$ cat src/rtl/irq_entry_pkg.sv
package irq_entry_pkg;

    typedef enum logic [1:0] {
        SRC_NONE = 2'd0,
        SRC_DEC  = 2'd1,
        SRC_EXT  = 2'd2
    } irq_src_e;

    typedef enum logic [1:0] {
        INJ_IDLE = 2'd0,
        INJ_REQ  = 2'd1,
        INJ_WAIT = 2'd2
    } inj_state_e;

    localparam logic [11:0] VEC_EXT  = 12'h500;
    localparam logic [11:0] VEC_TRAP = 12'h700;
    localparam logic [11:0] VEC_DEC  = 12'h900;

    typedef struct packed {
        logic        take;
        logic [11:0] vector;
    } entry_cmd_t;

    function automatic logic [11:0] src_vector(irq_src_e s);
        case (s)
            SRC_DEC: return VEC_DEC;
            SRC_EXT: return VEC_EXT;
            default: return VEC_TRAP;
        endcase
    endfunction

endpackage

$ cat src/rtl/irq_src_select.sv
module irq_src_select
    import irq_entry_pkg::*;
(
    input  logic     ee,
    input  logic     dec_sign,
    input  logic     ext_line,
    output irq_src_e src
);
    always_comb begin
        src = SRC_NONE;
        if (ee) begin
            if (dec_sign)      src = SRC_DEC;
            else if (ext_line) src = SRC_EXT;
        end
    end
endmodule

$ cat src/rtl/irq_inject_ctrl.sv
module irq_inject_ctrl
    import irq_entry_pkg::*;
(
    input  logic       clk,
    input  logic       rst,
    input  irq_src_e   src,
    input  logic       ack,
    input  logic       op_exec,
    output logic       req,
    output logic       op_valid,
    output logic [11:0] vector
);
    inj_state_e state_q;
    irq_src_e   src_q;

    always_ff @(posedge clk) begin
        if (rst) begin
            state_q <= INJ_IDLE;
            src_q   <= SRC_NONE;
        end else begin
            case (state_q)
                INJ_IDLE: if (src != SRC_NONE) begin
                    state_q <= INJ_REQ;
                    src_q   <= src;
                end
                INJ_REQ:  if (ack) state_q <= INJ_WAIT;
                INJ_WAIT: if (op_exec) state_q <= INJ_IDLE;
                default:  state_q <= INJ_IDLE;
            endcase
        end
    end

    assign req      = (state_q == INJ_REQ);
    assign op_valid = (state_q == INJ_WAIT) && op_exec;
    assign vector   = src_vector(src_q);
endmodule

$ cat src/rtl/irq_entry_regs.sv
module irq_entry_regs
    import irq_entry_pkg::*;
#(
    parameter int XLEN   = 64,
    parameter int EE_BIT = 15
) (
    input  logic            clk,
    input  logic            rst,
    input  entry_cmd_t      cmd,
    input  logic [XLEN-1:0] msr_in,
    input  logic [XLEN-1:0] nia_in,
    output logic [XLEN-1:0] msr_q,
    output logic [XLEN-1:0] srr0_q,
    output logic [XLEN-1:0] srr1_q,
    output logic [XLEN-1:0] nia_q,
    output logic            strobe_q
);
    localparam logic [XLEN-1:0] EE_MASK = XLEN'(1) << EE_BIT;

    always_ff @(posedge clk) begin
        if (rst) begin
            msr_q    <= '0;
            srr0_q   <= '0;
            srr1_q   <= '0;
            nia_q    <= '0;
            strobe_q <= 1'b0;
        end else begin
            strobe_q <= cmd.take;
            if (cmd.take) begin
                msr_q  <= msr_in & ~EE_MASK;
                srr0_q <= nia_in;
                srr1_q <= msr_in;
                nia_q  <= XLEN'(cmd.vector);
            end
        end
    end
endmodule

$ cat src/rtl/irq_trap_entry.sv
module irq_trap_entry
    import irq_entry_pkg::*;
#(
    parameter int XLEN   = 64,
    parameter int EE_BIT = 15
) (
    input  logic            clk,
    input  logic            rst,
    input  logic [XLEN-1:0] msr_in,
    input  logic [XLEN-1:0] dec_in,
    input  logic            ext_irq,
    input  logic            inject_ack,
    input  logic            exec_irq_op,
    input  logic            exec_trap,
    input  logic [XLEN-1:0] exec_nia,
    output logic            inject_req,
    output logic [XLEN-1:0] msr_out,
    output logic [XLEN-1:0] srr0,
    output logic [XLEN-1:0] srr1,
    output logic [XLEN-1:0] redirect_nia,
    output logic            redirect_valid
);
    irq_src_e    src;
    logic        irq_take;
    logic [11:0] irq_vec;
    entry_cmd_t  cmd;

    irq_src_select u_sel (
        .ee       (msr_in[EE_BIT]),
        .dec_sign (dec_in[XLEN-1]),
        .ext_line (ext_irq),
        .src      (src)
    );

    irq_inject_ctrl u_inj (
        .clk      (clk),
        .rst      (rst),
        .src      (src),
        .ack      (inject_ack),
        .op_exec  (exec_irq_op),
        .req      (inject_req),
        .op_valid (irq_take),
        .vector   (irq_vec)
    );

    always_comb begin
        cmd.take   = irq_take || exec_trap;
        cmd.vector = irq_take ? irq_vec : VEC_TRAP;
    end

    irq_entry_regs #(.XLEN(XLEN), .EE_BIT(EE_BIT)) u_regs (
        .clk      (clk),
        .rst      (rst),
        .cmd      (cmd),
        .msr_in   (msr_in),
        .nia_in   (exec_nia),
        .msr_q    (msr_out),
        .srr0_q   (srr0),
        .srr1_q   (srr1),
        .nia_q    (redirect_nia),
        .strobe_q (redirect_valid)
    );
endmodule

$ cat config.mk
export PLATFORM = sky130hd
export DESIGN_NAME = irq_trap_entry
export DESIGN_NICKNAME = d
export VERILOG_FILES = /design/src/rtl/irq_entry_pkg.sv /design/src/rtl/irq_src_select.sv /design/src/rtl/irq_inject_ctrl.sv /design/src/rtl/irq_entry_regs.sv /design/src/rtl/irq_trap_entry.sv
export SDC_FILE = /design/constraint.sdc
export NUM_CORES = 1
export LEC_CHECK = 0
export ABC_AREA = 1
export BUFFER_PORTS_ARGS = -buffer_cell sky130_fd_sc_hd__clkbuf_2
export CORE_AREA = 2 2 178 180
export CTS_CLUSTER_DIAMETER = 100
export DETAILED_ROUTE_END_ITERATION = 8
export DIE_AREA = 0 0 180 182
export PLACE_DENSITY = 0.51
export SLEW_MARGIN = 0
export SYNTH_ARGS = -nofsm -noshare
export SYNTH_HDL_FRONTEND = slang
export SYNTH_SLANG_ARGS = --single-unit
$ cat constraint.sdc
create_clock -name clk -period 1.3 [get_ports clk]
set_input_delay 0.26 -clock clk [delete_from_list [all_inputs] [get_ports clk]]
set_output_delay 0.26 -clock clk [all_outputs]
set_load 0.02 [all_outputs]
# Word level (Yosys, flattened, before mapping)
# Cells that the tools add are included.
# totals
reg_bits	208
inputBits	198
output_inout_bits	258
word_cells	29
# op_classes
n_eq_ne	7
muxes	9
n_reduce_logical	6
# ops
cell	n
case mux 12 bit (2 select lines)	1
two-way mux 12 bit	1
two-way mux 2 bit	6
case mux 2 bit (3 select lines)	1
equality test 2 x 1 -> 1 bit, second input constant	2
equality test 2 bit, second input constant	2
!= test 2 bit, second input constant	2
AND reduction 3 bit	1
zero test 2 bit	1
!= test 2 x 1 -> 1 bit, second input constant	1
AND reduction 2 bit	1
nonzero test 2 bit	1
logical AND 1 bit	1
logical OR 1 bit	1

# Longest topological paths before layout
# Gate-level depths: netlist (run 1).
# depth
ltp_word	6
depth_mapped	7
ltp_nobuf	5

# Cells and area by module
# From an unflattened synthesis (run 1), not the netlist that was laid out.
# unflattened
cells_unflattened	1077
area_unflattened_um2	6990.5
# by_module_without_submodules
module	n_inst	cells_per_inst	area_each_um2	seq_area_each_um2
irq_entry_regs	1	1007	6583.8	2822.7
irq_inject_ctrl	1	38	276.5	80.1
irq_trap_entry	1	28	112.6	0.0
irq_src_select	1	4	17.5	0.0

# Least setup slack after synthesis (run 1)
# Ideal clock, no wire load.
# synth_timing
kind	flip-flop to flip-flop
start	reg u_inj.state_q[1]
end	reg u_regs.srr1_q[30]
setup_ps	115
arrival_time_ps	1055
t_required_ps	1185
slack_ps	130
stages_incl_launch_ff	6
n_path_buf	2
period_less_slack_ps	1170
path_cell_list	dfxtp_1 > nand3_2 > buf_4 > buf_2 > a21oi_1 > nor2_1
# synth_between
elab_chain_len	3
# synth_rtl
element	line	text
from (decl)	irq_inject_ctrl.sv:13	inj_state_e state_q;
from (signal assigned)	irq_inject_ctrl.sv:18	state_q <= INJ_IDLE;
from (signal assigned)	irq_inject_ctrl.sv:23	state_q <= INJ_REQ;
from (signal assigned)	irq_inject_ctrl.sv:26	INJ_REQ: if (ack) state_q <= INJ_WAIT;
equality test 2 bit	irq_inject_ctrl.sv:34	assign op_valid = (state_q == INJ_WAIT) && op_exec;
logical AND 1 bit	irq_inject_ctrl.sv:34	
logical OR 1 bit	irq_trap_entry.sv:47	cmd.take = irq_take || exec_trap;
to (signal assigned)	irq_entry_regs.sv:32	srr1_q <= msr_in;
to (decl)	irq_entry_regs.sv:14	output logic [XLEN-1:0] srr1_q,
# Every way passes these cells.
# A chain may end at the register's enable or synchronous reset.

# Worst setup path in the final report (run 1)
# layout_timing
start	reg u_inj.state_q[1]
end	out inject_req
# layout_between
elab_chain_len	1
# layout_rtl
element	line	text
equality test 2 x 1 -> 1 bit	irq_inject_ctrl.sv:33	assign req = (state_q == INJ_REQ);
to (decl)	irq_trap_entry.sv:16	output logic inject_req,
# Every way passes these cells.

==> flow_metrics.env, run 1 <==
export IMPL_status="complete, but fails checks"
export IMPL_violations="negative setup slack"
export IMPL_htreeDepth=4
export IMPL_ys_seq_area_share_pct=40.1
export IMPL_ctsHoldBuffers=0
export IMPL_clkSinkCount=137
export IMPL_yosysWarningCount=0
export IMPL_critical_path_class="reg -> out"
export IMPL_rr_endpoint="u_regs.srr0_q[55]"
export IMPL_row_count=65
export IMPL_min_from="exec_nia[54]"
export IMPL_dr_pass1_iters=4
export IMPL_numCtsBuffers=17
export IMPL_synthCells=885
export IMPL_reg2reg_depth=6
export IMPL_avgSynthCellArea_um2=7.73
export IMPL_initial_core_util_pct=22.1
export IMPL_start_kind="register"
export IMPL_leakagePower_nw=4.86
export IMPL_final_period_utilization_pct=103
export IMPL_power_density_nw_per_um2=1290
export IMPL_final_common_cell="clkbuf_2"
export IMPL_io_buffers=331
export IMPL_num_fill_cells=3338
export IMPL_setup_tns_ns=-0.0353
export IMPL_rsz0062_at_grt="true"
export IMPL_die_area_um2=32800
export IMPL_placed_cell_area_um2=8480
export IMPL_synth_ff_latch_count=137
export IMPL_ant_nets=0
export IMPL_pin_count=456
export IMPL_cts_tree="done"
export IMPL_drive_gt1_share_pct=40.5
export IMPL_maxCapViolCount=0
export IMPL_holdPathEnd="u_regs.srr0_q[54]"
export IMPL_grt_pass1_vias=5675
export IMPL_fin_skew_ns=0.0118
export IMPL_stdcell_area_um2=9610
export IMPL_clk_latency_ns=0.42
export IMPL_min_period_ns=1.34
export IMPL_drt_iter0_drc=290
export IMPL_place_gp_congestion=0.733
export IMPL_syn_cell_area_um2=6840
export IMPL_wl_per_cell_um=13.3
export IMPL_vias_per_cell=4.07
export IMPL_whs_path_depth=3
export IMPL_routed_wl_mm=21.0
export IMPL_clk_pin_slew_ns=0.07
export IMPL_dieHeight_um=182
export IMPL_grt_first_pass_wirelength_mm=30.5
export IMPL_reg2reg_from="u_inj.state_q[1]"
export IMPL_area_growth_pct=40.4
export IMPL_synth_cell_types=18
export IMPL_final_cell_mix="clkbuf_2 (328), nand2_1 (138), nor2_1 (136)"
export IMPL_die_w_um=180
export IMPL_clockRootBuffer="clkbuf_16"
export IMPL_cts_max_path_buffers=2
export IMPL_hold_viol=0
export IMPL_grt_max_degree=59
export IMPL_cp_arrival_ns=1.08
export IMPL_setup_ws_ns=-0.0353
export IMPL_report_final_slew_viol_count=0
export IMPL_core_um2=31000
export IMPL_required_ns=1.04
export IMPL_antennaDiodeCount=0
export IMPL_overflow=0
export IMPL_nets=1362
export IMPL_stdcell_count=1576
export IMPL_drc=0
export IMPL_worst_path_max_fanout=2
export IMPL_rrSetupSlack_ns=0
export IMPL_min_path_type="in -> reg"
export IMPL_setup_viol=1
export IMPL_ir_drop_v=0.000660
export IMPL_post_dp_hpwl_mm=14.1
export IMPL_max_freq_mhz=749
export IMPL_endpoint_kind="primary output"
export IMPL_place_inst=1530
export IMPL_via_count=6416
export IMPL_grt_usage_pct=11.6
export IMPL_grt_antenna_before_repair=0
==> area by class of cell <==
cell class                 instances  area, um2  share of cell area [%]
timing repair buffer             393       2570                    26.7
sequential                       137       2750                    28.6
clock inverter                     8        118                    1.22
tap                              402        503                    5.23
multi-input combinational        607       3150                    32.8
inverter                           6       32.5                   0.339
clock buffer                      23        488                    5.08
==> worst max-delay path, stage by stage, from the launching register on <==
cell     delay, ns
dfxtp_2       0.32
buf_6         0.11
nor2_4        0.10
buf_8         0.12
==> per-stage QoR <==
| step | power (mW) | hold WS (ns) | setup slack, ns | utilization [%] |
|---|---|---|---|---|
| finish | 12.4 | 0.0559 | -0.0353 | 31.0 |
| global route | 13.1 | 0.0418 | -0.107 | 31.0 |
| CTS | 12.5 | 0.0292 | -0.0882 | 29.5 |
| detailed placement | 7.24 | 0.463 | 0.0916 | 27.4 |
| global placement | 7.22 | 0.459 | 0.103 | 27.4 |
| floorplan | 6.62 | 0.392 | 0.130 | - |
==> kinds of logic (layout without fill, tap and decap cells) <==
| group | after synthesis | after routing | synth area share, % |
|---|---|---|---|
| simple gates | 408 | 408 | 29.6 |
| buf+inv | 201 | 430 | 19.9 |
| flops | 137 | 137 | 40.1 |
| compound gates | 136 | 136 | 9.95 |
| fa+ha+maj | 2 | 2 | 0.366 |
| other cells | 1 | 61 | 0.0548 |
==> cell usage after synthesis <==
cell      count  area, um2
o21ai_0       2       10.0
nand4_1       1       6.26
nand3b_1    129        968
a21oi_1     134        671
conb_1        1       3.75
inv_2         1       3.75
nor2_1      137        514
nand2_1     138        518
buf_4       126        946
nand3_2       1       10.0
inv_1         5       18.8
buf_2        19       95.1
clkbuf_1     24       90.1
dfxtp_1     137       2740
ha_1          2       25.0
buf_6        15        169
buf_1        11       41.3
nand3_1       2       10.0
==> worst max-delay path by stage <==
stage | startpoint | endpoint | slack [ns] | cells after the start
2_1_floorplan | u_inj.state_q[1] | u_regs.srr1_q[30] | 0.13 | 5
3_3_place_gp | u_inj.state_q[0] | u_regs.srr1_q[42] | 0.10 | 6
3_5_place_dp | exec_irq_op | u_regs.srr0_q[23] | 0.09 | 7
4_1_cts | u_inj.state_q[1] | inject_req | -0.09 | 3
5_1_grt | u_inj.state_q[1] | inject_req | -0.11 | 3
6_report | u_inj.state_q[1] | inject_req | -0.04 | 3
==> per-layer routing <==
metal  up-vias  part of all wire, %  GRT usage (%)
met2       236                   48           19.4
met4         0                 0.76           3.51
li1       3253                    -              -
met3         7                  7.4           3.75
met1      2920                   44           14.1
met5         -                    0              0
==> where the power goes <==
group          leakage [nW]  switching [mW]  internal, mW
Sequential             1.14           0.187          4.52
Clock                 0.299            1.94          3.20
Combinational          3.42            1.58         0.987
Total                  4.86            3.70          8.71
==> registers in the layout (all words and copies together) (netlist names) <==
register / flops
u_inj.src_q: 2
u_inj.state_q: 2
u_regs.nia_q: 4
u_regs.srr0_q: 64
u_regs.srr1_q: 64
u_regs.strobe_q: 1
==> what timing repair did <==
action / 4_1_cts / 5_1_grt
setup buffers: 3 / 3
resized for setup: 10 / 58
setup endpoints to repair: 3 / 56
cloned: 0 / 10
pin swaps: 1 / 2
Power figures use the tool's default switching activity.
==> run 2, diff against run 1 <==
PLACE_DENSITY = unset   (was 0.51)
PLACE_DENSITY_LB_ADDON = 0.08   (was unset)
==> flow_metrics.env, run 2 (same netlist as run 1, synthesis figures left out) <==
export IMPL_drive_gt1_share_pct=36.5
export IMPL_required_ns=1.04
export IMPL_antennaDiodeCount=0
export IMPL_cp_endpoint="inject_req"
export IMPL_start_kind="register"
export IMPL_grt_first_pass_wirelength_mm=32.5
export IMPL_area_growth_pct=33.4
export IMPL_clockRootBuffer="clkbuf_16"
export IMPL_htreeDepth=4
export IMPL_multiInputGateArea_um2=3000
export IMPL_rsz0062_at_grt="true"
export IMPL_drc=0
export IMPL_grt_usage_pct=12.5
export IMPL_drt_iter0_drc=261
export IMPL_grt_pass1_vias=5790
export IMPL_max_stage_delay_ns=0.32
export IMPL_fin_skew_ns=0.0188
export IMPL_io_buffers=331
export IMPL_clk_pin_slew_ns=0.07
export IMPL_ir_drop_v=0.000693
export IMPL_place_gp_congestion=0.717
export IMPL_num_fill_cells=3490
export IMPL_die_w_um=180
export IMPL_cp_num_buf_inv=2
export IMPL_slowest_stage="dfxtp_2"
export IMPL_report_final_slew_viol_count=0
export IMPL_core_um2=31000
export IMPL_reg2reg_depth=6
export IMPL_stdcell_count=1564
export IMPL_hold_viol=0
export IMPL_initial_core_util_pct=22.1
export IMPL_path_cells="buf_6 > nor2_4 > buf_8"
export IMPL_maxCapViolCount=0
export IMPL_nets=1349
export IMPL_grt_max_degree=38
export IMPL_final_period_utilization_pct=101
export IMPL_final_common_cell="clkbuf_2"
export IMPL_post_dp_hpwl_mm=15.6
export IMPL_top_regs="u_regs.srr0_q: 64 flops, u_regs.srr1_q: 64 flops, u_regs.nia_q: 4 flops"
export IMPL_setup_viol=1
export IMPL_rrSetupSlack_ns=0.07
export IMPL_routed_wl_mm=21.9
export IMPL_vias_per_cell=4.03
export IMPL_wl_per_cell_um=14.0
export IMPL_ant_nets=0
export IMPL_seqCellArea_um2=2750
export IMPL_power_density_nw_per_um2=1280
export IMPL_grt_antenna_before_repair=0
export IMPL_rr_endpoint="u_regs.srr1_q[62]"
export IMPL_holdWs_ns=0.0574
export IMPL_leakagePower_nw=4.66
export IMPL_whs_path_depth=3
export IMPL_clk_latency_ns=0.42
export IMPL_cts_tree="done"
export IMPL_cp_arrival_ns=1.05
export IMPL_pin_count=456
export IMPL_via_count=6308
export IMPL_reg2reg_from="u_inj.state_q[0]"
export IMPL_numCtsBuffers=17
export IMPL_setup_ws_ns=-0.00722
export IMPL_critical_path_top_delay_family="flip-flops"
export IMPL_dieHeight_um=182
export IMPL_critical_path_class="reg -> out"
export IMPL_row_count=65
export IMPL_dr_pass1_iters=4
export IMPL_violations="negative setup slack"
export IMPL_final_cell_mix="clkbuf_2 (326), nand2_1 (138), nor2_1 (136)"
export IMPL_clkSinkCount=137
export IMPL_min_path_type="in -> reg"
export IMPL_endpoint_kind="primary output"
export IMPL_min_period_ns=1.31
export IMPL_startpoint="u_inj.state_q[1]"
export IMPL_worst_path_max_fanout=2
export IMPL_status="complete, but fails checks"
export IMPL_path_depth=3
export IMPL_place_inst=1525
export IMPL_overflow=0
export IMPL_die_area_um2=32800
export IMPL_cts_max_path_buffers=2
export IMPL_max_freq_mhz=765
==> run 2: cell types whose count changed in the layout (fill, tap and decap cells not counted), moves of 4 or more <==
| cell | change |
|---|---|
| clkbuf_16 | -6 |
| buf_2 | +4 |
| a21oi_2 | -39 |
| a21oi_1 | +40 |
| clkinvlp_4 | +6 |
==> run 2: worst reg2reg max path, delay by kind of cell, from the launching register on <==
kind | cells | cell delay (ns)
compound gates | 1 | 0.16
buf+inv | 3 | 0.47
flops | 1 | 0.32
simple gates | 2 | 0.19
==> run 2: area by class of cell <==
type	count	area share, %
clock buffers	20	4.89
clock inverters	12	1.01
inverters	6	0.356
multi-input cells	607	32.8
flip-flops and latches	137	30.1
well taps	402	5.51
repair buffers	380	25.3
==> run 2: what timing repair did <==
| action | in CTS | in global routing |
|---|---|---|
| resized for setup | 8 | 15 |
| buffers inserted | 2 | 3 |
| setup endpoints to repair | 1 | 51 |
| pin swaps | 1 | 1 |
| gates cloned | 0 | 3 |
| hold buffers | 0 | 0 |
==> run 2: per-stage QoR <==
step	instance area [um2]	worst slack, ns	total power, mW	TNS (ns)	utilization, %
floorplan	7070	0.130	6.62	0	-
global placement	8420	0.0319	7.26	0	27.2
detailed placement	8420	0.0380	7.25	0	27.2
CTS	8990	-0.0533	12.0	-0.0533	29.0
global route	9130	-0.0668	12.4	-0.0681	29.5
finish	9130	-0.00722	11.7	-0.00722	29.5
==> run 2: worst min-delay path by stage <==
| stage | start | to | slack [ns] |
|---|---|---|---|
| after floorplan | exec_nia[0] | u_regs.srr0_q[0] | 0.39 |
| after global placement | u_inj.src_q[1] | u_inj.src_q[1] | 0.45 |
| after detailed placement | u_inj.src_q[1] | u_inj.src_q[1] | 0.46 |
| after CTS | exec_nia[35] | u_regs.srr0_q[35] | 0.04 |
| after global routing | msr_in[17] | u_regs.srr1_q[17] | 0.04 |
| final | msr_in[23] | u_regs.srr1_q[23] | 0.06 |
==> run 2: routing by layer <==
layer / share of wire [%] / GRT usage [%] / vias to the layer above
li1: - / - / 3239
met1: 46 / 16.1 / 2822
met2: 45 / 19.9 / 240
met3: 7.6 / 4.23 / 7
met5: 0 / 0 / -
met4: 0.92 / 3.35 / 0
==> run 2: report_power, final <==
group	switching (mW)	internal [mW]
Clock	2.04	2.51
Combinational	1.54	0.927
Sequential	0.187	4.52
Total	3.77	7.95
